<file path="src/rtl/tod_pkg.sv">
package tod_pkg;

    localparam int ADDR_W   = 4;
    localparam int DATA_W   = 8;
    localparam int VAL_W    = 7;
    localparam int NFIELD   = 7;
    localparam int NALARM   = 3;

    // Bus map: time fields and alarm bytes interleave, control apart
    localparam logic [ADDR_W-1:0] A_SEC   = 4'h0;
    localparam logic [ADDR_W-1:0] A_SECAL = 4'h1;
    localparam logic [ADDR_W-1:0] A_MIN   = 4'h2;
    localparam logic [ADDR_W-1:0] A_MINAL = 4'h3;
    localparam logic [ADDR_W-1:0] A_HOUR  = 4'h4;
    localparam logic [ADDR_W-1:0] A_HRAL  = 4'h5;
    localparam logic [ADDR_W-1:0] A_DOW   = 4'h6;
    localparam logic [ADDR_W-1:0] A_DATE  = 4'h7;
    localparam logic [ADDR_W-1:0] A_MON   = 4'h8;
    localparam logic [ADDR_W-1:0] A_YEAR  = 4'h9;
    localparam logic [ADDR_W-1:0] A_CTRL  = 4'hB;

    // Control byte bit positions
    localparam int CB_FREEZE = 7;
    localparam int CB_BIN    = 2;
    localparam int CB_H24    = 1;
    localparam logic [DATA_W-1:0] CTRL_RESET = 8'h02;

    typedef enum logic [2:0] {
        F_SEC, F_MIN, F_HOUR, F_DOW, F_DATE, F_MON, F_YEAR
    } field_e;

    typedef struct packed {
        logic [6:0] year;
        logic [3:0] mon;
        logic [4:0] date;
        logic [2:0] dow;
        logic [4:0] hour;
        logic [5:0] min;
        logic [5:0] sec;
    } tod_t;

    localparam tod_t TOD_RESET = '{year: 7'd0, mon: 4'd1, date: 5'd1,
                                   dow: 3'd1, hour: 5'd0, min: 6'd0,
                                   sec: 6'd0};

    function automatic logic [DATA_W-1:0] to_bcd(input logic [VAL_W-1:0] v);
        logic [VAL_W-1:0] tens;
        logic [VAL_W-1:0] ones;
        tens = v / 7'd10;
        ones = v % 7'd10;
        return {tens[3:0], ones[3:0]};
    endfunction

    function automatic logic [VAL_W-1:0] from_bcd(input logic [DATA_W-1:0] b);
        logic [VAL_W-1:0] tens;
        tens = {4'b0, b[6:4]};
        return tens * 7'd10 + {3'b0, b[3:0]};
    endfunction

    function automatic logic [DATA_W-1:0] enc_val(input logic [VAL_W-1:0] v,
                                                  input logic bin);
        return bin ? {1'b0, v} : to_bcd(v);
    endfunction

    function automatic logic [VAL_W-1:0] dec_val(input logic [DATA_W-1:0] b,
                                                 input logic bin);
        return bin ? b[6:0] : from_bcd(b);
    endfunction

    function automatic logic [DATA_W-1:0] enc_hour(input logic [4:0] h,
                                                   input logic bin,
                                                   input logic h24);
        logic [VAL_W-1:0] v;
        logic [DATA_W-1:0] e;
        logic pm;
        if (h24) begin
            return enc_val({2'b0, h}, bin);
        end
        pm = (h >= 5'd12);
        v  = {2'b0, pm ? h - 5'd12 : h};
        if (v == 7'd0) v = 7'd12;
        e = enc_val(v, bin);
        return {pm, e[6:0]};
    endfunction

    function automatic logic [4:0] dec_hour(input logic [DATA_W-1:0] b,
                                            input logic bin,
                                            input logic h24);
        logic [VAL_W-1:0] v;
        v = dec_val({1'b0, b[6:0]}, bin);
        if (h24) return v[4:0];
        if (v == 7'd12) return b[7] ? 5'd12 : 5'd0;
        return b[7] ? v[4:0] + 5'd12 : v[4:0];
    endfunction

    function automatic logic [4:0] month_days(input logic [3:0] mon,
                                              input logic [6:0] year);
        case (mon)
            4'd2:                       return (year[1:0] == 2'b00) ? 5'd29 : 5'd28;
            4'd4, 4'd6, 4'd9, 4'd11:    return 5'd30;
            default:                    return 5'd31;
        endcase
    endfunction

    function automatic tod_t set_field(input tod_t t, input field_e f,
                                       input logic [VAL_W-1:0] v);
        tod_t r;
        r = t;
        case (f)
            F_SEC:   r.sec  = v[5:0];
            F_MIN:   r.min  = v[5:0];
            F_HOUR:  r.hour = v[4:0];
            F_DOW:   r.dow  = v[2:0];
            F_DATE:  r.date = v[4:0];
            F_MON:   r.mon  = v[3:0];
            default: r.year = v;
        endcase
        return r;
    endfunction

endpackage

</file>
<file path="src/rtl/tod_advance.sv">
module tod_advance
    import tod_pkg::*;
(
    input  tod_t cur,
    output tod_t nxt
);
    logic sec_wrap, min_wrap, hour_wrap, date_wrap, mon_wrap;

    always_comb begin
        sec_wrap  = (cur.sec  == 6'd59);
        min_wrap  = sec_wrap  && (cur.min  == 6'd59);
        hour_wrap = min_wrap  && (cur.hour == 5'd23);
        date_wrap = hour_wrap && (cur.date >= month_days(cur.mon, cur.year));
        mon_wrap  = date_wrap && (cur.mon  == 4'd12);

        nxt = cur;
        nxt.sec = sec_wrap ? 6'd0 : cur.sec + 6'd1;
        if (sec_wrap)
            nxt.min = min_wrap ? 6'd0 : cur.min + 6'd1;
        if (min_wrap)
            nxt.hour = hour_wrap ? 5'd0 : cur.hour + 5'd1;
        if (hour_wrap) begin
            nxt.dow  = (cur.dow == 3'd7) ? 3'd1 : cur.dow + 3'd1;
            nxt.date = date_wrap ? 5'd1 : cur.date + 5'd1;
        end
        if (date_wrap)
            nxt.mon = mon_wrap ? 4'd1 : cur.mon + 4'd1;
        if (mon_wrap)
            nxt.year = (cur.year == 7'd99) ? 7'd0 : cur.year + 7'd1;
    end
endmodule

</file>
<file path="src/rtl/tod_wdecode.sv">
module tod_wdecode
    import tod_pkg::*;
(
    input  logic [ADDR_W-1:0] addr,
    input  logic              we,
    input  logic [DATA_W-1:0] wdata,
    input  logic              bin,
    input  logic              h24,
    output logic              time_we,
    output field_e            field,
    output logic [VAL_W-1:0]  val
);
    always_comb begin
        time_we = we;
        field   = F_SEC;
        val     = dec_val(wdata, bin);
        case (addr)
            A_SEC: begin
                field = F_SEC;
                val   = dec_val({1'b0, wdata[6:0]}, bin);
            end
            A_MIN:  field = F_MIN;
            A_HOUR: begin
                field = F_HOUR;
                val   = {2'b0, dec_hour(wdata, bin, h24)};
            end
            A_DOW:  field = F_DOW;
            A_DATE: field = F_DATE;
            A_MON:  field = F_MON;
            A_YEAR: field = F_YEAR;
            default: time_we = 1'b0;
        endcase
    end
endmodule

</file>
<file path="src/rtl/tod_shadow.sv">
module tod_shadow
    import tod_pkg::*;
(
    input  logic             clk,
    input  logic             rst,
    input  logic             freeze,
    input  logic             advance,
    input  tod_t             nxt,
    input  logic             wr_en,
    input  field_e           wr_field,
    input  logic [VAL_W-1:0] wr_val,
    output tod_t             cnt
);
    tod_t              cnt_q;
    tod_t              merged;
    logic [NFIELD-1:0] pend_q;
    logic [NFIELD-1:0] wr_mask;
    logic [VAL_W-1:0]  hold_q [NFIELD];

    for (genvar g = 0; g < NFIELD; g++) begin : g_hold
        assign wr_mask[g] = wr_en && (wr_field == field_e'(g));
        always_ff @(posedge clk) begin
            if (rst)             hold_q[g] <= '0;
            else if (wr_mask[g]) hold_q[g] <= wr_val;
        end
    end

    always_comb begin
        merged = cnt_q;
        for (int i = 0; i < NFIELD; i++)
            if (pend_q[i]) merged = set_field(merged, field_e'(i), hold_q[i]);
    end

    always_ff @(posedge clk) begin
        if (rst) begin
            cnt_q  <= TOD_RESET;
            pend_q <= '0;
        end else begin
            cnt_q  <= advance ? nxt : merged;
            pend_q <= (advance ? pend_q : '0) | wr_mask;
        end
    end

    assign cnt = cnt_q;

    // a tick below the wrap point adds exactly one second
    a_r3_sec_step: assert property (@(posedge clk) disable iff (rst)
        (advance && cnt_q.sec != 6'd59) |=> cnt_q.sec == $past(cnt_q.sec) + 6'd1);

    // time fields stay inside their ranges
    a_r3_time_range: assert property (@(posedge clk) disable iff (rst)
        cnt_q.sec < 6'd60 && cnt_q.min < 6'd60 && cnt_q.hour < 5'd24);

    // day of week stays 1..7 and moves at midnight
    a_r6_dow_midnight: assert property (@(posedge clk) disable iff (rst)
        (advance && cnt_q.sec == 6'd59 && cnt_q.min == 6'd59 && cnt_q.hour == 5'd23)
        |=> cnt_q.dow != $past(cnt_q.dow) && cnt_q.dow >= 3'd1 && cnt_q.dow <= 3'd7);

    // at midnight the date either steps by one or restarts at 1
    a_r7_date_step: assert property (@(posedge clk) disable iff (rst)
        (advance && cnt_q.sec == 6'd59 && cnt_q.min == 6'd59 && cnt_q.hour == 5'd23)
        |=> (cnt_q.date == 5'd1 || cnt_q.date == $past(cnt_q.date) + 5'd1));

    // frozen with nothing pending, the time holds
    a_r8_freeze_hold: assert property (@(posedge clk) disable iff (rst)
        (freeze && pend_q == '0) |=> $stable(cnt_q));

    // an advance never discards a pending write
    a_r10_pend_kept: assert property (@(posedge clk) disable iff (rst)
        (advance && pend_q != '0) |=> (pend_q & $past(pend_q)) == $past(pend_q));
endmodule

</file>
<file path="src/rtl/tod_rmux.sv">
module tod_rmux
    import tod_pkg::*;
(
    input  logic [ADDR_W-1:0] addr,
    input  tod_t              cnt,
    input  logic [DATA_W-1:0] ctrl,
    input  logic [DATA_W-1:0] al_sec,
    input  logic [DATA_W-1:0] al_min,
    input  logic [DATA_W-1:0] al_hour,
    output logic [DATA_W-1:0] rdata
);
    logic bin, h24;

    always_comb begin
        bin = ctrl[CB_BIN];
        h24 = ctrl[CB_H24];
        case (addr)
            A_SEC:   rdata = enc_val({1'b0, cnt.sec}, bin);
            A_SECAL: rdata = al_sec;
            A_MIN:   rdata = enc_val({1'b0, cnt.min}, bin);
            A_MINAL: rdata = al_min;
            A_HOUR:  rdata = enc_hour(cnt.hour, bin, h24);
            A_HRAL:  rdata = al_hour;
            A_DOW:   rdata = enc_val({4'b0, cnt.dow}, bin);
            A_DATE:  rdata = enc_val({2'b0, cnt.date}, bin);
            A_MON:   rdata = enc_val({3'b0, cnt.mon}, bin);
            A_YEAR:  rdata = enc_val(cnt.year, bin);
            A_CTRL:  rdata = ctrl;
            default: rdata = '0;
        endcase
    end
endmodule

</file>
<file path="src/rtl/tod_calendar.sv">
module tod_calendar
    import tod_pkg::*;
(
    input  logic              clk,
    input  logic              rst,
    input  logic              tick_1hz,
    input  logic [ADDR_W-1:0] bus_addr,
    input  logic              bus_we,
    input  logic [DATA_W-1:0] bus_wdata,
    output logic [DATA_W-1:0] bus_rdata
);
    logic [DATA_W-1:0] ctrl_q;
    logic [DATA_W-1:0] alarm_q [NALARM];
    logic              freeze, advance;
    logic              time_we;
    field_e            wr_field;
    logic [VAL_W-1:0]  wr_val;
    tod_t              cnt, nxt;

    assign freeze  = ctrl_q[CB_FREEZE];
    assign advance = tick_1hz && !freeze;

    always_ff @(posedge clk) begin
        if (rst)                                ctrl_q <= CTRL_RESET;
        else if (bus_we && bus_addr == A_CTRL)  ctrl_q <= bus_wdata;
    end

    for (genvar g = 0; g < NALARM; g++) begin : g_alarm
        localparam logic [ADDR_W-1:0] AL_ADDR = ADDR_W'(2 * g + 1);
        always_ff @(posedge clk) begin
            if (rst)                                alarm_q[g] <= '0;
            else if (bus_we && bus_addr == AL_ADDR) alarm_q[g] <= bus_wdata;
        end
    end

    tod_wdecode u_wdecode (
        .addr    (bus_addr),
        .we      (bus_we),
        .wdata   (bus_wdata),
        .bin     (ctrl_q[CB_BIN]),
        .h24     (ctrl_q[CB_H24]),
        .time_we (time_we),
        .field   (wr_field),
        .val     (wr_val)
    );

    tod_advance u_advance (
        .cur (cnt),
        .nxt (nxt)
    );

    tod_shadow u_shadow (
        .clk      (clk),
        .rst      (rst),
        .freeze   (freeze),
        .advance  (advance),
        .nxt      (nxt),
        .wr_en    (time_we),
        .wr_field (wr_field),
        .wr_val   (wr_val),
        .cnt      (cnt)
    );

    tod_rmux u_rmux (
        .addr    (bus_addr),
        .cnt     (cnt),
        .ctrl    (ctrl_q),
        .al_sec  (alarm_q[0]),
        .al_min  (alarm_q[1]),
        .al_hour (alarm_q[2]),
        .rdata   (bus_rdata)
    );

    // control byte comes out of reset at its defined value
    a_r1_ctrl_reset: assert property (@(posedge clk)
        $past(rst) |-> ctrl_q == CTRL_RESET);

    // a tick while frozen produces no advance
    a_r8_no_advance: assert property (@(posedge clk) disable iff (rst)
        freeze |-> !advance);
endmodule

</file>
<file path="config.mk">
export PLATFORM = sky130hd
export DESIGN_NAME = tod_calendar
export DESIGN_NICKNAME = d
export VERILOG_FILES = /design/src/rtl/tod_pkg.sv /design/src/rtl/tod_advance.sv /design/src/rtl/tod_wdecode.sv /design/src/rtl/tod_shadow.sv /design/src/rtl/tod_rmux.sv /design/src/rtl/tod_calendar.sv
export SDC_FILE = /design/constraint.sdc
export NUM_CORES = 1
export LEC_CHECK = 0
export ABC_AREA = 1
export CAP_MARGIN = 20
export CORE_ASPECT_RATIO = 2
export CORE_MARGIN = 2
export CORE_UTILIZATION = 63
export DETAILED_ROUTE_END_ITERATION = 6
export GPL_TIMING_DRIVEN = 0
export HOLD_SLACK_MARGIN = 0.1
export PLACE_DENSITY = 0.81
export SLEW_MARGIN = 10
export SYNTH_ARGS = -nofsm -noshare
export SYNTH_HDL_FRONTEND = slang
export SYNTH_SLANG_ARGS = --single-unit
</file>
<file path="constraint.sdc">
create_clock -name clk -period 4.55 [get_ports clk]
set_input_delay 0.6825 -clock clk [delete_from_list [all_inputs] [get_ports clk]]
set_output_delay 0.6825 -clock clk [all_outputs]
set_load 0.1 [all_outputs]
</file>
# Word level (Yosys, flattened, before mapping)
# Memory sizes are Yosys's and may differ from the RTL's.
# Cells that the tools add are included.
dict set report op_classes {
  n_reduce_logical 23
  order_cmp 2
  n_mux 95
  multipliers 1
  add_sub_neg 10
  eq_ne 33
  n_bitwise 11
  div 16
  shifts 0
}
# cell n
set op_table {}
lappend op_table {{$mux 7} 15}
lappend op_table {{$mux 8} 13}
lappend op_table {{$pmux 8 s11} 1}
lappend op_table {{$mux 36} 2}
lappend op_table {{$mux 5} 10}
lappend op_table {{$mux 1} 39}
lappend op_table {{$mux 29} 1}
lappend op_table {{$mux 25} 1}
lappend op_table {{$eq 4x3->1 const B} 6}
lappend op_table {{$eq 4x4->1 const B} 6}
lappend op_table {{$mux 6} 4}
lappend op_table {{$mux 20} 1}
lappend op_table {{$pmux 3 s6} 1}
lappend op_table {{$mux 17} 1}
lappend op_table {{$logic_and 1x1->1} 16}
lappend op_table {{$div 5x4->7 const B} 2}
lappend op_table {{$div 6x4->7 const B} 2}
lappend op_table {{$div 7x4->7 const B} 2}
lappend op_table {{$mod 5x4->7 const B} 2}
lappend op_table {{$mod 6x4->7 const B} 2}
lappend op_table {{$mod 7x4->7 const B} 2}
lappend op_table {{$add 6x1->6 const B} 2}
lappend op_table {{$eq 3x3->1 const B} 4}
lappend op_table {{$eq 4x2->1 const B} 3}
lappend op_table {{35 further kinds} 53}
dict set report word_totals {
  regBits 51
  n_memories 2
  latch_bits 0
  rom_bits 0
  ramBits 73
}
# memory words width read_ports rd_clocked_by_memory_dff wr line_no
set mem_list {}
lappend mem_list {u_shadow.hold_q 7 7 7 0 7 tod_shadow.sv:18} ;# logic [VAL_W-1:0] hold_q [NFIELD];
lappend mem_list {alarm_q 3 8 3 0 3 tod_calendar.sv:13} ;# logic [DATA_W-1:0] alarm_q [NALARM];

# Depth between registers and ports, before layout
dict set report logic_depth {
  ltp_word 11
  ltp_mapped 29
  mapped_depth_nobuf 29
}

# Cells and area by module
# A second synthesis with hierarchy kept.
dict set report unflattened {
  cells_unflattened 1327
  area_unflattened_um2 8916.1
}
# module cells_each n_inst area_per_inst_um2
set by_module_without_submodules {}
lappend by_module_without_submodules {tod_shadow 400 1 3374.5}
lappend by_module_without_submodules {tod_rmux 489 1 2531.2}
lappend by_module_without_submodules {tod_calendar 119 1 1306.3}
lappend by_module_without_submodules {tod_advance 219 1 1131.1}
lappend by_module_without_submodules {tod_wdecode 100 1 573.0}

# Worst setup path before layout
# OpenSTA, ideal clock, no wires.
dict set report synth_timing {
  path_kind {input to output}
  from {input port bus_addr[3]}
  to {output port bus_rdata[6]}
  path_buffers 0
  arrival_ns 4.652
  path_stages 5
  setup_slack_ns -0.785
  required_time_ns 3.868
  cell_sequence {nor2_1 > inv_1 > nor2_1 > inv_1 > o311ai_0}
}
dict set report synth_via {
  elab_chain_cells 2
  elab_cells_between_ends 12
}
# item line_no
set synth_rtl {}
lappend synth_rtl {{start: declaration} tod_calendar.sv:7} ;# input logic [ADDR_W-1:0] bus_addr,
lappend synth_rtl {{$eq 4x4->1, or another cell as far along} tod_rmux.sv:17} ;# case (addr)
lappend synth_rtl {{$pmux 8 s11 (*)} tod_rmux.sv:17}
lappend synth_rtl {{end: declaration} tod_calendar.sv:10} ;# output logic [DATA_W-1:0] bus_rdata
# Every way passes the cells marked *; elsewhere a longest branch is shown, timed or not.

# Worst setup path after layout
dict set report layout_timing {
  from {register u_shadow.cnt_q, in the netlist u_shadow.cnt[12]}
  to {output port bus_rdata[3]}
}
dict set report layout_via {
  elab_chain_cells 10
  elab_cells_between_ends 14
}
# item line_no
set layout_rtl {}
lappend layout_rtl {{start: declaration} tod_shadow.sv:14} ;# tod_t cnt_q;
lappend layout_rtl {{start signal: assignment} tod_shadow.sv:39} ;# cnt_q <= advance ? nxt : merged;
lappend layout_rtl {{$sub 5x4->5 / $ge 5x4->1 (equally long branches)} {tod_pkg.sv:80, tod_pkg.sv:79}}
lappend layout_rtl {{$mux 5} tod_pkg.sv:80} ;# v = {2'b0, pm ? h - 5'd12 : h};
lappend layout_rtl {{$logic_not 5->1} tod_pkg.sv:81} ;# if (v == 7'd0) v = 7'd12;
lappend layout_rtl {{$mux 5} tod_pkg.sv:81}
lappend layout_rtl {{$mux 7} tod_pkg.sv:79} ;# pm = (h >= 5'd12);
lappend layout_rtl {{$mux 7} tod_rmux.sv:17}
lappend layout_rtl {{$mod 7x4->7} tod_pkg.sv:50} ;# ones = v % 7'd10;
lappend layout_rtl {{$mux 7} tod_pkg.sv:62} ;# return bin ? {1'b0, v} : to_bcd(v);
lappend layout_rtl {{$mux 8 (*)} tod_pkg.sv:79}
lappend layout_rtl {{$pmux 8 s11 (*)} tod_rmux.sv:17}
# Every way passes the cells marked *; elsewhere a longest branch is shown, timed or not. The select of a mux whose other input is x is not followed.

==> results_dict.tcl <==
set metrics [dict create \
    multi_input_area_um2 4360 \
    cts_max_level 3 \
    groute.usage.overall 0.376 \
    cts_tree "yes" \
    cap_violations 0 \
    fin_crit_ns 4.43 \
    ctsHoldBuffers 0 \
    syn_nets 1120 \
    holdPathStages 2 \
    r2r_slack_ns 1.63 \
    dp_hpwl_um 18100 \
    die_area_um2 13200 \
    antenna_found_initial 0 \
    netlist_area_um2 7700 \
    clockRootBuffer "clkbuf_16" \
    worst-setup-path-type "register to output port" \
    period_share 0.974 \
    sw_frac_of_total 0.329 \
    synth.top_cells.by_count "nand2_1 (194), inv_1 (137), nor2_1 (129)" \
    drtAntennaViolNets 0 \
    syn_inst 1052 \
    clk_latency_ns 0.36 \
    clkSinkCount 111 \
    die_w_um 82.2 \
    clkTransAtPathRegs_ns 0.08 \
    hold_ws_ns 0.477 \
    diodes 0 \
    syn_avg_cell_area_um2 7.32 \
    regArea_um2 2840 \
    dp.cells 1221 \
    post_route_cells_drive_above_1_share 0.107 \
    detail_route.drc_violations 0 \
    slowest_stage "dfxtp_4" \
    portBuffers 22 \
    synth_most_common_cell "nand2_1" \
    p_comb_frac 0.240 \
    grt-ovfl-total 0 \
    nets 1166 \
    worst_pin_slew_ns 1.06 \
    clock.fmax_mhz 226 \
    fill_cells 1010 \
    status "completed" \
    grt_pass1_wl_um 36800 \
    die_height_um 160 \
    min_path_type "register to register" \
    finalPower_mw 2.58 \
    synth_area_leaders "edfxtp_1 (23%), dfxtp_1 (13%), nand2_1 (9.5%)" \
    numCtsBuffers 9 \
    grt_start_max_net_pins 21 \
    pwr-share-seq 0.436 \
    coreArea_um2 12100 \
    cp_max_fo 5 \
    gp_congestion 0.975 \
    synth_edf_count 60 \
    avgViaCountPerCell 6.19 \
    leakagePower_nw 3.77 \
    cp-end-kind "output port" \
    p_clk_frac 0.325 \
    grt_pass1_vias 7438 \
    rsz0062_at_grt "yes" \
    ys_seq_elements 111 \
    stdcell_count 1250 \
    async_flop_share 0 \
    ios 24 \
    clockBufferDepth 2 \
    vdd_ir_drop_max_v 0.000291 \
    crit_arrival_ns 3.75 \
    fin_skew_ns 0.0119 \
    internal-power_mw 1.73 \
    switching_power_uw 847 \
    initial_utilization 0.639 \
    tns_ns 0 \
    drt_iter0_markers 666 \
    area_growth_pct 13.2 \
    yosysWarnings 0 \
    hold_viol_final 0 \
    p_per_area_nw_per_um2 296 \
    slowest_delay_ns 0.38 \
    synth_top_area_share 0.234 \
    rows 57 \
    wl_per_cell_um 19.3 \
    setup_viol 0 \
    max_slew_margin 0.291 \
    synth_ff_type "edfxtp_1" \
    synth_cell_types 49 \
    crit_required_ns 3.87 \
    fin_area_um2 8710 \
    ys_seq_area_frac 0.367 \
    reg2reg_depth 6 \
    maxSlewViolCount 0 \
    postPlaceCellArea_um2 8100 \
    firstDrtPassIters 7 \
    startpoint_type "register" \
    synth_area_leader_cell "edfxtp_1" \
    vias 7733 \
    routed_wl_um 24100 \
]
area by class of cell:
type,count,share of cell area
Multi-Input combinational cell,767,0.501
Tap cell,147,0.0211
Clock inverter,7,0.0102
Timing Repair Buffer,35,0.0388
Sequential cell,111,0.326
Buffer,24,0.0108
Inverter,150,0.0665
Clock buffer,9,0.0259
state kept, by name, indices dropped and copies added, names as in the netlist:
register         cells
alarm_q             24
ctrl_q               8
u_shadow.cnt        36
u_shadow.hold_q     36
u_shadow.pend_q      7
final timing paths:
check	start	to
setup / recovery	u_shadow.cnt[12]	bus_rdata[3]
hold / removal	u_shadow.pend_q[3]	u_shadow.pend_q[3]
setup reg to reg	ctrl_q[2]	u_shadow.hold_q[0][11]
hold reg to reg	u_shadow.pend_q[3]	u_shadow.pend_q[3]
kinds of logic (layout without fill, tap and decap cells):
family / Yosys count / in the layout / share of synthesized area
fa+ha+maj: 52 / 52 / 0.0855
xor+xnor: 15 / 15 / 0.0180
flops: 111 / 111 / 0.367
simple gates: 469 / 469 / 0.267
buf+inv: 174 / 225 / 0.0854
compound gates: 231 / 231 / 0.177
power by group through the flow:
stage	Combinational [mW]	Sequential, mW	Clock [mW]
after floorplan	0.376	1.14	0
after global placement	0.514	1.14	0
after detailed placement	0.524	1.14	0
after CTS	0.555	1.12	0.834
after global routing	0.675	1.13	0.864
final	0.618	1.12	0.837
placed cells by master (no fill, tap or decap), types with 12 or more instances in the layout:
master / netlist / layout
o211ai_1: 19 / 19
buf_4: 0 / 13
ha_1: 51 / 44
clkbuf_1: 19 / 19
o21ai_0: 87 / 86
inv_1: 137 / 132
nor2_1: 129 / 129
dfxtp_1: 51 / 46
nand2_1: 194 / 188
clkdlybuf4s50_1: 0 / 16
edfxtp_1: 60 / 60
a21oi_1: 67 / 66
xor2_1: 12 / 12
nand2_2: 17 / 20
inv_2: 12 / 12
nand3_1: 86 / 84
metrics by stage:
stage                      util  setup WS [ns]
after detailed placement  0.672         -0.887
after global routing      0.723         -0.163
final                     0.723          0.118
after CTS                 0.711        0.00788
after floorplan               -          0.231
after global placement    0.672         -0.827
critical path, delay by kind of cell, from the launching register on:
family          cells  cell delay, ns
buf+inv             8            0.56
simple gates       16            1.64
fa+ha+maj           4            0.67
flops               1            0.38
compound gates      1            0.14
metal layers:
layer / GRT usage / share of wire / up-vias / wire length [um]
li1: - / - / 3659 / -
met3: 0.0652 / 0.072 / 163 / 1740
met4: 0.295 / 0.097 / 0 / 2330
met5: 0 / 0 / - / 0
met1: 0.369 / 0.32 / 3492 / 7630
met2: 0.661 / 0.51 / 419 / 12400
repair_timing:
item,4_1_cts,5_1_grt
pin swaps,5,16
endpoints found under the setup margin,5,6
buffers inserted,8,5
hold endpoints to repair,0,0
gates resized for setup,55,30
No activity file was read; power rests on OpenSTA's default activity.
